**config.mk**
```make
export PLATFORM = sky130hd
export DESIGN_NAME = ctl_ep_handshake
export DESIGN_NICKNAME = d
export VERILOG_FILES = /design/src/rtl/ctl_ep_pkg.sv /design/src/rtl/ep0_csr_merge.sv /design/src/rtl/ep0_token_eng.sv /design/src/rtl/ep0_byte_ctr.sv /design/src/rtl/ctl_ep_handshake.sv
export SDC_FILE = /design/constraint.sdc
export NUM_CORES = 1
export LEC_CHECK = 0
export ABC_CLOCK_PERIOD_IN_PS = 3760
export BUFFER_PORTS_ARGS = -buffer_cell sky130_fd_sc_hd__buf_4
export CAP_MARGIN = 20
export CORE_MARGIN = 4
export CORE_UTILIZATION = 30
export DETAILED_ROUTE_END_ITERATION = 16
export GPL_TIMING_DRIVEN = 1
export PLACE_DENSITY = 0.63
export SLEW_MARGIN = 20
export SYNTH_ARGS = -nofsm -noshare
export SYNTH_HDL_FRONTEND = slang
export SYNTH_SLANG_ARGS = --single-unit
```
**constraint.sdc**
```tcl
create_clock -name clk -period 3.76 [get_ports clk]
set_clock_uncertainty 0.15 [all_clocks]
set_input_delay 0.188 -clock clk [delete_from_list [all_inputs] [get_ports clk]]
set_output_delay 0.188 -clock clk [all_outputs]
set_load 0.05 [all_outputs]
```
**src/rtl/ctl_ep_pkg.sv**
```systemverilog
package ctl_ep_pkg;

   typedef enum logic [1:0] {
      TOK_SETUP = 2'd0,
      TOK_OUT   = 2'd1,
      TOK_IN    = 2'd2
   } tok_kind_e;

   typedef enum logic [1:0] {
      HS_ACK   = 2'd0,
      HS_NAK   = 2'd1,
      HS_STALL = 2'd2
   } hs_code_e;

   // status byte bit positions (firmware decodes these)
   localparam int B_RXRDY  = 0;
   localparam int B_TXRDY  = 1;
   localparam int B_STSENT = 2;
   localparam int B_LAST   = 3;
   localparam int B_ABORT  = 4;
   localparam int B_STREQ  = 5;
   localparam int B_RXDONE = 6;
   localparam int B_ABDONE = 7;

endpackage

```
**src/rtl/ep0_csr_merge.sv**
```systemverilog
module ep0_csr_merge
   import ctl_ep_pkg::*;
#(
   parameter int LEN_W = 8,
   parameter int CNT_W = 5
) (
   input  logic [7:0]       csr_q,
   input  logic             wr_en,
   input  logic [7:0]       wd,
   input  logic [LEN_W-1:0] req_q,
   input  logic [CNT_W-1:0] cnt_q,
   output logic [7:0]       csr_m,
   output logic             part_irq
);

   logic [LEN_W-1:0] cnt_ext;
   logic             unused_wd_bits;

   assign cnt_ext        = LEN_W'(cnt_q);
   assign unused_wd_bits = ^{wd[B_RXRDY], wd[B_ABORT]};

   always_comb begin
      csr_m    = csr_q;
      part_irq = 1'b0;
      if (wr_en) begin
         csr_m[B_TXRDY]  = csr_q[B_TXRDY] | wd[B_TXRDY];
         csr_m[B_LAST]   = csr_q[B_LAST]  | wd[B_LAST];
         csr_m[B_STSENT] = csr_q[B_STSENT] & wd[B_STSENT];
         csr_m[B_STREQ]  = wd[B_STREQ];
         if (wd[B_RXDONE]) csr_m[B_RXRDY] = 1'b0;
         if (wd[B_ABDONE]) csr_m[B_ABORT] = 1'b0;
         if (wd[B_TXRDY] && !csr_m[B_LAST] &&
             (req_q != '0) && (cnt_ext < req_q)) begin
            csr_m[B_TXRDY] = 1'b0;
            part_irq       = 1'b1;
         end
      end
      csr_m[B_RXDONE] = 1'b0;
      csr_m[B_ABDONE] = 1'b0;
   end

endmodule

```
**src/rtl/ep0_token_eng.sv**
```systemverilog
module ep0_token_eng
   import ctl_ep_pkg::*;
#(
   parameter int LEN_W = 8
) (
   input  logic             tok_valid,
   input  logic [1:0]       tok_kind,
   input  logic [LEN_W-1:0] tok_len,
   input  logic [7:0]       csr_m,
   input  logic [LEN_W-1:0] req_q,
   output logic [7:0]       csr_n,
   output logic [LEN_W-1:0] req_n,
   output logic             add_en,
   output logic             drain,
   output logic             irq_set,
   output logic             hs_fire,
   output hs_code_e         hs_kind,
   output logic             ovr
);

   always_comb begin
      csr_n   = csr_m;
      req_n   = req_q;
      add_en  = 1'b0;
      drain   = 1'b0;
      irq_set = 1'b0;
      hs_fire = 1'b0;
      hs_kind = HS_ACK;
      ovr     = 1'b0;
      if (tok_valid) begin
         unique case (tok_kind)
            TOK_SETUP, TOK_OUT: begin
               hs_fire = 1'b1;
               ovr     = csr_m[B_RXRDY];
               irq_set = 1'b1;
               if (csr_m[B_STREQ]) begin
                  hs_kind          = HS_STALL;
                  csr_n[B_STSENT]  = 1'b1;
               end else begin
                  hs_kind         = HS_ACK;
                  add_en          = 1'b1;
                  csr_n[B_RXRDY]  = 1'b1;
                  if (tok_kind == TOK_SETUP) begin
                     req_n = '0;
                     if (csr_m[B_TXRDY] || csr_m[B_LAST]) csr_n[B_ABORT] = 1'b1;
                     csr_n[B_TXRDY] = 1'b0;
                     csr_n[B_LAST]  = 1'b0;
                  end
               end
            end
            TOK_IN: begin
               hs_fire = 1'b1;
               if (csr_m[B_STREQ]) begin
                  hs_kind         = HS_STALL;
                  csr_n[B_STSENT] = 1'b1;
                  irq_set         = 1'b1;
               end else if (!csr_m[B_TXRDY]) begin
                  hs_kind = HS_NAK;
                  req_n   = tok_len;
               end else begin
                  hs_kind        = HS_ACK;
                  drain          = 1'b1;
                  csr_n[B_TXRDY] = 1'b0;
                  csr_n[B_LAST]  = 1'b0;
                  req_n          = '0;
                  irq_set        = 1'b1;
               end
            end
            default: ;
         endcase
      end
   end

endmodule

```
**src/rtl/ep0_byte_ctr.sv**
```systemverilog
module ep0_byte_ctr #(
   parameter int FIFO_DEPTH = 16,
   parameter int CNT_W      = 5,
   parameter int LEN_W      = 8,
   parameter bit SATURATE   = 1'b1
) (
   input  logic             clk,
   input  logic             rst_n,
   input  logic             push,
   input  logic             pop,
   input  logic             add_en,
   input  logic [LEN_W-1:0] add_len,
   input  logic             drain,
   output logic [CNT_W-1:0] cnt_q
);

   localparam logic [CNT_W-1:0] DEPTH_C = CNT_W'(FIFO_DEPTH);
   localparam logic [LEN_W:0]   DEPTH_L = (LEN_W+1)'(FIFO_DEPTH);

   logic [LEN_W:0] mid, sum, added, nxt;

   always_comb begin
      mid = (LEN_W+1)'(cnt_q);
      if (push && !pop && (cnt_q < DEPTH_C))
         mid = mid + 1'b1;
      else if (pop && !push && (cnt_q != '0))
         mid = mid - 1'b1;
      sum = mid + {1'b0, add_len};
   end

   generate
      if (SATURATE) begin : g_sat
         assign added = (sum > DEPTH_L) ? DEPTH_L : sum;
      end else begin : g_drop
         assign added = (sum > DEPTH_L) ? mid : sum;
      end
   endgenerate

   always_comb begin
      if (drain)       nxt = '0;
      else if (add_en) nxt = added;
      else             nxt = mid;
   end

   always_ff @(posedge clk) begin
      if (!rst_n) cnt_q <= '0;
      else        cnt_q <= CNT_W'(nxt);
   end

endmodule

```
**src/rtl/ctl_ep_handshake.sv**
```systemverilog
module ctl_ep_handshake
   import ctl_ep_pkg::*;
#(
   parameter int FIFO_DEPTH = 16,
   parameter int LEN_W      = 8,
   parameter bit SATURATE   = 1'b1,
   parameter bit HS_REG     = 1'b1,
   parameter int MAXP_RST   = 1,
   localparam int CNT_W     = $clog2(FIFO_DEPTH + 1)
) (
   input  logic             clk,
   input  logic             rst_n,
   input  logic             tok_valid,
   input  logic [1:0]       tok_kind,
   input  logic [LEN_W-1:0] tok_len,
   input  logic             csr_wr_en,
   input  logic [7:0]       csr_wr_data,
   input  logic             maxp_wr_en,
   input  logic [7:0]       maxp_wr_data,
   input  logic             byte_push,
   input  logic             byte_pop,
   input  logic             irq_clr,
   output logic [7:0]       csr_rd,
   output logic [3:0]       maxp,
   output logic [CNT_W-1:0] fifo_cnt,
   output logic             irq,
   output logic             hs_valid,
   output logic [1:0]       hs_code,
   output logic             overrun
);

   generate
      if (FIFO_DEPTH < 1) begin : g_bad_depth
         $error("FIFO_DEPTH must be at least 1");
      end
      if (LEN_W < CNT_W) begin : g_bad_len
         $error("LEN_W must cover the byte count width");
      end
      if (MAXP_RST < 0 || MAXP_RST > 15) begin : g_bad_maxp
         $error("MAXP_RST must fit in 4 bits");
      end
   endgenerate

   logic [7:0]       csr_q, csr_m, csr_n;
   logic [LEN_W-1:0] req_q, req_n;
   logic [3:0]       maxp_q;
   logic             irq_q;
   logic             part_irq, add_en, drain, irq_set, hs_fire, ovr;
   hs_code_e         hs_kind;
   logic [CNT_W-1:0] cnt_q;
   logic [3:0]       unused_maxp_hi;

   assign unused_maxp_hi = maxp_wr_data[7:4];

   ep0_csr_merge #(.LEN_W(LEN_W), .CNT_W(CNT_W)) u_merge (
      .csr_q    (csr_q),
      .wr_en    (csr_wr_en),
      .wd       (csr_wr_data),
      .req_q    (req_q),
      .cnt_q    (cnt_q),
      .csr_m    (csr_m),
      .part_irq (part_irq)
   );

   ep0_token_eng #(.LEN_W(LEN_W)) u_tok (
      .tok_valid (tok_valid),
      .tok_kind  (tok_kind),
      .tok_len   (tok_len),
      .csr_m     (csr_m),
      .req_q     (req_q),
      .csr_n     (csr_n),
      .req_n     (req_n),
      .add_en    (add_en),
      .drain     (drain),
      .irq_set   (irq_set),
      .hs_fire   (hs_fire),
      .hs_kind   (hs_kind),
      .ovr       (ovr)
   );

   ep0_byte_ctr #(
      .FIFO_DEPTH (FIFO_DEPTH),
      .CNT_W      (CNT_W),
      .LEN_W      (LEN_W),
      .SATURATE   (SATURATE)
   ) u_ctr (
      .clk     (clk),
      .rst_n   (rst_n),
      .push    (byte_push),
      .pop     (byte_pop),
      .add_en  (add_en),
      .add_len (tok_len),
      .drain   (drain),
      .cnt_q   (cnt_q)
   );

   always_ff @(posedge clk) begin
      if (!rst_n) begin
         csr_q  <= '0;
         req_q  <= '0;
         maxp_q <= 4'(MAXP_RST);
         irq_q  <= 1'b0;
      end else begin
         csr_q <= csr_n;
         req_q <= req_n;
         if (maxp_wr_en) maxp_q <= maxp_wr_data[3:0];
         if (irq_set || part_irq) irq_q <= 1'b1;
         else if (irq_clr)        irq_q <= 1'b0;
      end
   end

   generate
      if (HS_REG) begin : g_hs_reg
         logic       hsv_q, ovr_q;
         logic [1:0] hsc_q;
         always_ff @(posedge clk) begin
            if (!rst_n) begin
               hsv_q <= 1'b0;
               hsc_q <= HS_ACK;
               ovr_q <= 1'b0;
            end else begin
               hsv_q <= hs_fire;
               hsc_q <= hs_kind;
               ovr_q <= ovr;
            end
         end
         assign hs_valid = hsv_q;
         assign hs_code  = hsc_q;
         assign overrun  = ovr_q;
      end else begin : g_hs_comb
         assign hs_valid = hs_fire;
         assign hs_code  = hs_kind;
         assign overrun  = ovr;
      end
   endgenerate

   assign csr_rd   = csr_q;
   assign maxp     = maxp_q;
   assign fifo_cnt = cnt_q;
   assign irq      = irq_q;

endmodule

```
==> results of run 1 <==
==> sequential cells by signal (all words and copies together) (netlist names) <==
register	count
overrun	1
maxp	4
u_ctr.cnt_q	5
hs_code	2
req_q	8
irq	1
csr_rd	6
hs_valid	1
==> area by class of cell <==
type                            count  area, sq um  area share [%]
Sequential cell                    28          561            23.0
Clock inverter                      1         30.0            1.23
Multi-Input combinational cell    154         1180            48.4
Tap cell                           72         90.1            3.70
Timing Repair Buffer               60          468            19.2
Clock buffer                        3         41.3            1.69
Inverter                           18         67.6            2.77
==> metal layers <==
metal  vias up  track usage, %
met1       769            15.9
met4         0            3.31
met3         4            2.23
li1        865               -
met5         -               0
met2        33            19.6
==> logic make-up (layout without fill, tap and decap cells) <==
family,after synthesis,count (layout),synth area share [%]
other,1,2,0.209
AOI/OAI and AO/OA,57,57,23.4
and+or+nand+nor,66,66,20.5
xor gates and xnor gates,7,7,3.42
DFF,28,28,31.3
buffers and inverters,25,82,6.08
muxes,5,5,2.79
adders and majority gates,17,17,12.3
==> power breakdown <==
| part | total (uW) | internal [uW] | switching (uW) |
|---|---|---|---|
| sequential | 326 | 314 | 12.5 |
| clock | 231 | 142 | 88.7 |
| combinational | 424 | 173 | 251 |
==> critical path, cell delays in order, from the launching register on <==
cell and delay [ns]:
sky130_fd_sc_hd__dfxtp_1 0.32, sky130_fd_sc_hd__inv_1 0.11, sky130_fd_sc_hd__ha_1 0.18, sky130_fd_sc_hd__nand2b_1 0.11, sky130_fd_sc_hd__o311ai_4 0.44, sky130_fd_sc_hd__nand2_2 0.11
sky130_fd_sc_hd__xnor2_2 0.17, sky130_fd_sc_hd__ha_1 0.20, sky130_fd_sc_hd__inv_1 0.06, sky130_fd_sc_hd__fa_1 0.39, sky130_fd_sc_hd__nand3b_1 0.24, sky130_fd_sc_hd__nand4b_1 0.13
sky130_fd_sc_hd__nor4bb_1 0.45, sky130_fd_sc_hd__nor4_4 0.09, sky130_fd_sc_hd__nand4_1 0.11, sky130_fd_sc_hd__a21oi_1 0.07
==> worst paths after layout <==
check / start / to / slack (ns) / cells after the start
max: u_ctr.cnt_q[0] / u_ctr.cnt_q[0] / 0.29 / 15
min: tok_kind[0] / hs_valid / 0.008 / 2
max reg2reg: u_ctr.cnt_q[0] / u_ctr.cnt_q[0] / 0.29 / 15
min reg2reg: csr_rd[0] / overrun / 0.31 / 2
==> per-stage QoR <==
stage          area, sq um  util (%)  hold slack (ns)
2_1_floorplan         1800         -            0.116
5_1_grt               2440      43.2          0.00452
6_report              2440      43.2          0.00767
4_1_cts               2370      42.1          0.00166
3_3_place_gp          2240      39.7            0.264
3_5_place_dp          2240      39.7            0.256
==> what timing repair did <==
action / in CTS / in global routing
gates resized for setup: 0 / 9
setup endpoints to repair: 0 / 5
endpoints found under the hold margin: 6 / 1
hold buffers: 6 / 1
==> layout by cell type, fill, tap and decap left out, types with 3 or more instances in the layout <==
master                          synthesis  routed
sky130_fd_sc_hd__nor3_1                 4       4
sky130_fd_sc_hd__nand3_1                6       6
sky130_fd_sc_hd__nand4_1                6       6
sky130_fd_sc_hd__o21a_1                 3       3
sky130_fd_sc_hd__nand2_1               19      17
sky130_fd_sc_hd__dfxtp_1               28      28
sky130_fd_sc_hd__inv_1                 18      18
sky130_fd_sc_hd__nor2b_1                7       7
sky130_fd_sc_hd__a22o_1                 9       9
sky130_fd_sc_hd__a21oi_1               14      12
sky130_fd_sc_hd__clkbuf_8               0       3
sky130_fd_sc_hd__buf_4                  4      53
sky130_fd_sc_hd__xor2_1                 4       3
sky130_fd_sc_hd__nor2_1                 7       7
sky130_fd_sc_hd__o21ai_0                9       9
sky130_fd_sc_hd__dlygate4sd3_1          0       7
sky130_fd_sc_hd__ha_1                  16      16
sky130_fd_sc_hd__mux2i_1                5       5
==> summary.txt, run 1 <==
Status
  • Result of the run: complete, no violations

Drt
  • Topmost layer with routed signal wires: met4
  • Number of iterations in the first detailed-routing pass: 4
  • Routed length per placed instance: around 13 um
  • Iteration-0 DRC Markers: about 120
  • Vias: 1,671
  • Via density per instance: about 5.0
  • Wire length on met2: 2180 um
  • DRC errors left: 0
  • M1 WL: roughly 2000 um
  • Met3 routed wirelength: roughly 170 um
  • WL final: between 4000 and 5000 um
  • Number of nets with antenna violations after detailed routing: 0

Synth
  • Proportion of synthesized chip area in sequential cells: between 30% and 40%
  • Count of state elements after synthesis: 28
  • Distinct cell type count of the synthesized netlist: 49
  • Cell type contributing the most total cell area after synthesis: sky130_fd_sc_hd__dfxtp_1
  • Syn Inst Count: around 210
  • Fraction of synthesis flops using an asynchronous set or reset pin: 0%
  • Most common cell in the synthesized netlist: sky130_fd_sc_hd__dfxtp_1
  • Number of enable-type register cells in the synthesized netlist: 0
  • Share of the synthesized area in the top cell type: between 30% and 40%
  • Count of warnings emitted by yosys: 0
  • Most area-consuming cells after synthesis: sky130_fd_sc_hd__dfxtp_1 (31%), sky130_fd_sc_hd__ha_1 (11%), sky130_fd_sc_hd__a22o_1 (4.4%)
  • Most frequently used flop master after synthesis: sky130_fd_sc_hd__dfxtp_1
  • Netlist area before placement: 1790 sq um
  • Top cell types by occurrence after synthesis: sky130_fd_sc_hd__dfxtp_1 (28), sky130_fd_sc_hd__nand2_1 (19), sky130_fd_sc_hd__inv_1 (18), sky130_fd_sc_hd__ha_1 (16), sky130_fd_sc_hd__a21oi_1 (14)
  • Mean post-synth cell area: a little under 9 sq um

Placed design
  • Worst setup slack before clock tree synthesis: between 0.2 and 0.25 ns
  • Final weighted congestion in routability-driven placement: slightly below 0.8
  • Detailed placer's ending HPWL: between 3000 and 4000 um
  • Placed Cells: 325
  • Port bufs: 47

Setup path
  • Arr. time, crit path: approximately 3.5 ns
  • Start-to-end type of the worst setup path: register to register
  • Required time worst endpoint: between 3 and 4 ns
  • Launching element type of the critical path: register
  • Critical path endpoint category: register
  • Max Fanout on Critical Path: 7

Die
  • Floorplan die width: 85.3 um
  • Initial core utilization: around a third
  • Std-Cell Rows: 27
  • Ports: 56
  • Area of the die: 7270 sq um
  • Core outline area: between 5000 and 6000 sq um
  • Die height: between 80 and 90 um

Pwr
  • Pwr/cell area: 402 nW/um^2
  • Overall power of the completed layout: slightly below 1000 uW
  • Max rail drop VDD: 0.136 mV
  • Leak pwr: between 0.001 and 0.0015 uW

Layout
  • Diode count: 0
  • Non-filler instance count after layout: about 340
  • Fraction of final layout cells with drive strength greater than 1: around 27%
  • Net count of the finished layout: 316
  • P&R area growth vs syn: 36.0%
  • Number of filler instances in the final layout: 553

Clock tree
  • Max clock buf depth: 2
  • H-Tree Level Count: 1
  • Buffer cell driving the clock tree root: sky130_fd_sc_hd__clkbuf_8
  • Number of post-CTS setup repair buffers: 0
  • Total CTS buffers: 3
  • CTS tree: yes
  • Number of clock sinks: 28
  • Clock Pin Slew Worst Setup and Hold Paths: around 0.1 ns
  • Later-pin clock latency in the skew report: ~0.27 ns

Min path
  • Path type of the worst min-delay path: input port to register

Global routing
  • Antenna violations before repair: 0
  • GRT Overall Usage: between 10% and 20%
  • Via count of the first global-routing pass: 1,543
  • Global-route wire length before repair: around 7200 um
  • Congestion Overflow GR: 0
  • Maximum number of pins on one net before global-route repair: 17

Timing
  • Tcrit/Tclk final: 92.3%
  • Max Transition Viols Final: 0
  • Worst Tran Pin Value: between 0.6 and 0.7 ns
  • Count of endpoints failing setup in the final report: 0
  • Post-layout min period: 3.47 ns
  • Worst rel slew slack: 55.2%
  • Hold Vio Cnt, Final: 0
  • Crit path setup slack, layout: a little under 0.3 ns
  • Max Fclk: around 290 MHz
  • Total negative slack for setup checks: 0 ns

Run
  • Max-cap viol count: 0
Note: power is estimated with default switching activity, not from simulation.
==> inputs of run 2 (changes only) <==
Settings changed: CORE_UTILIZATION 30 to 35, PLACE_DENSITY 0.63 to 0.69, REMOVE_ABC_BUFFERS from default to 1.
==> summary.txt, run 2 (synthesis gave the netlist of run 1 again) <==
Global routing
  • Congestion Overflow GR: 0 (unchanged)
  • Antenna violations before repair: 0 (unchanged)
  • GRT Overall Usage: 13.2% (+1.3 points)
  • Maximum number of pins on one net before global-route repair: 17 (unchanged)
  • Via count of the first global-routing pass: 1,511 (-2.1%)
  • Global-route wire length before repair: 6810 um (-5.5%)

Layout
  • Sequential standard cell area: 561 sq um (unchanged)
  • Diode count: 0 (unchanged)
  • Flip-flop count of the largest register, all copies and words added: 8 (unchanged)
  • Fraction of the core area covered by cells at the end of the flow: 49.6% (+6.4 points)
  • Leading cell type in the layout, fill and taps excluded: sky130_fd_sc_hd__buf_4
  • Fraction of final layout cells with drive strength greater than 1: 24.6% (-2.7 points)
  • Total area of multi-input combinational cells: 1150 sq um (-2.3%)
  • Net count of the finished layout: 316 (unchanged)
  • Non-filler instance count after layout: 331 (-1.5%)
  • Commonest cells after routing, fill and taps aside: sky130_fd_sc_hd__buf_4 (52), sky130_fd_sc_hd__dfxtp_1 (28), sky130_fd_sc_hd__nand2_1 (19)
  • Number of filler instances in the final layout: 461 (-17%)
  • P&R area growth vs syn: 34.3%
  • Largest register by flop count: req_q
  • Area of all placed cells without fillers: 2410 sq um (-1.3%)

Clock tree
  • Total CTS buffers: 3 (unchanged)
  • H-Tree Level Count: 1 (unchanged)
  • Number of clock sinks: 28 (unchanged)
  • Clock Pin Slew Worst Setup and Hold Paths: 0.09 ns (about the same)
  • Number of post-CTS setup repair buffers: 0 (unchanged)
  • Max clock buf depth: 2 (unchanged)
  • Later-pin clock latency in the skew report: 0.27 ns (about the same)
  • CTS tree: yes
  • Buffer cell driving the clock tree root: sky130_fd_sc_hd__clkbuf_8

Die
  • Area of the die: 6330 sq um (-13%)
  • Floorplan die width: 79.6 um (-6.7%)
  • Core outline area: 4850 sq um (-14%)
  • Initial core utilization: 37.0% (+5.2 points)
  • Die height: 79.6 um (-6.7%)
  • Std-Cell Rows: 25 (-7.4%)
  • Ports: 56 (unchanged)

Setup path
  • Worst reg2reg path startpoint: u_ctr.cnt_q[0]
  • Number of buffer and inverter stages on the critical path: 2 (unchanged)
  • Required time worst endpoint: 3.81 ns (+0.07 ns)
  • Critical path endpoint category: register
  • Max Fanout on Critical Path: 7 (unchanged)
  • Critical Path, Cell by Cell: inv_1, ha_1, nand2b_1, o311ai_4, nand2_1, xnor2_1, ha_1, inv_1, fa_1, nand3b_1, nand2_1, xor2_1, nor4_4, nand4b_1, a21oi_1
  • Arr. time, crit path: 3.47 ns (+0.02 ns)
  • Start-to-end type of the worst setup path: register to register
  • Largest stage delay on the critical path: 0.40 ns (-0.05 ns)
  • Launching element type of the critical path: register
  • Crit path from: u_ctr.cnt_q[0]
  • Largest delay share family, worst path: simple AND/OR/NAND/NOR gates
  • Library cell contributing the largest single delay on the critical path: sky130_fd_sc_hd__fa_1

Min path
  • Worst min-delay path startpoint: tok_len[4]
  • Path type of the worst min-delay path: input port to register

Timing
  • Post-layout min period: 3.42 ns (-0.0531 ns)
  • Tcrit/Tclk final: 90.9% (-1.4 points)
  • Max Transition Viols Final: 0 (unchanged)
  • Total negative slack for setup checks: 0 ns (unchanged)
  • Crit path setup slack, layout: 0.341 ns (+0.0531 ns)
  • Worst Tran Pin Value: 0.668 ns (+0.00133 ns)
  • Count of endpoints failing setup in the final report: 0 (unchanged)
  • RSZ-0062 raised after global routing: no
  • Max Fclk: 293 MHz (+1.6%)
  • Hold Vio Cnt, Final: 0 (unchanged)
  • Worst rel slew slack: 55.1% (-0.090 points)

Placed design
  • Placed Cells: 319 (-1.8%)
  • Area post-placement: 2230 sq um (-0.61%)
  • Worst setup slack before clock tree synthesis: 0.181 ns (-0.0514 ns)
  • Final weighted congestion in routability-driven placement: 0.788 (+2.1%)
  • Port bufs: 47 (unchanged)
  • Detailed placer's ending HPWL: 3480 um (-2.3%)

Pwr
  • Max rail drop VDD: 0.183 mV (+35%)
  • Leak pwr: 0.00107 uW (-0.84%)
  • Pwr/cell area: 401 nW/um^2 (-0.30%)

Drt
  • Number of iterations in the first detailed-routing pass: 4 (unchanged)
  • WL final: 4260 um (-2.3%)
  • Routed length per placed instance: 12.9 um (-0.86%)
  • Via density per instance: 5.02 (+0.90%)
  • DRC errors left: 0 (unchanged)
  • Number of nets with antenna violations after detailed routing: 0 (unchanged)
  • Iteration-0 DRC Markers: 53 (-57%)
  • Vias: 1,661 (-0.60%)

Status
  • Result of the run: complete, no violations

Run
  • Max-cap viol count: 0 (unchanged)
-- run 2: cell count changes in the layout (fill, tap and decap cells not counted), sizes merged --
cell | previous run | this run
buf | 53 | 52
dlygate4sd3 | 7 | 8
-- run 2: layer usage --
metal  vias up  part of all wire (%)  GRT usage [%]
met1       757                    48           18.4
met2        37                    47           22.1
met4         0                  0.99           3.09
met3         4                   4.0           1.02
li1        863                     -              -
met5         -                     0              0
-- run 2: stage by stage --
| step | hold WS, ns | power, uW |
|---|---|---|
| after floorplan | 0.0999 | 604 |
| after global placement | 0.259 | 715 |
| after detailed placement | 0.257 | 722 |
| after CTS | 0.000836 | 958 |
| after global routing | 0.00321 | 1030 |
| final | 0.00418 | 965 |
-- run 2: cell type report --
type                            instances  share of cell area [%]
Tap cell                               67                    3.48
Inverter                               18                    2.81
Clock buffer                            3                    1.72
Multi-Input combinational cell        154                    47.9
Clock inverter                          1                    1.25
Timing Repair Buffer                   60                    19.6
Sequential cell                        28                    23.3
-- run 2: power by group --
group | total [uW] | internal, uW | switching (uW)
registers | 327 | 314 | 13.2
clock network | 233 | 142 | 90.5
logic | 406 | 163 | 242
total | 965 | 619 | 346
-- run 2: worst paths after layout --
check	endpoint	slack [ns]	cells past startpoint
max reg2reg	u_ctr.cnt_q[1]	0.34	15
min reg2reg	overrun	0.32	2
max	u_ctr.cnt_q[1]	0.34	15
min	req_q[4]	0.004	2
-- run 2: worst register-to-register path, delay by kind of cell (launching register included) --
family                     cells  cell delay (ns)
xor gates and xnor gates       2             0.35
adders and majority gates      3             0.79
buffers and inverters          2             0.14
DFF                            1             0.32
AOI/OAI and AO/OA              2             0.53
and+or+nand+nor                6             1.07
-- run 2: repair_timing --
item                                    in CTS  in global routing
hold buffers                                 7                  1
hold endpoints to repair                     7                  1
endpoints found under the setup margin       0                  5
gates resized for setup                      0                  3
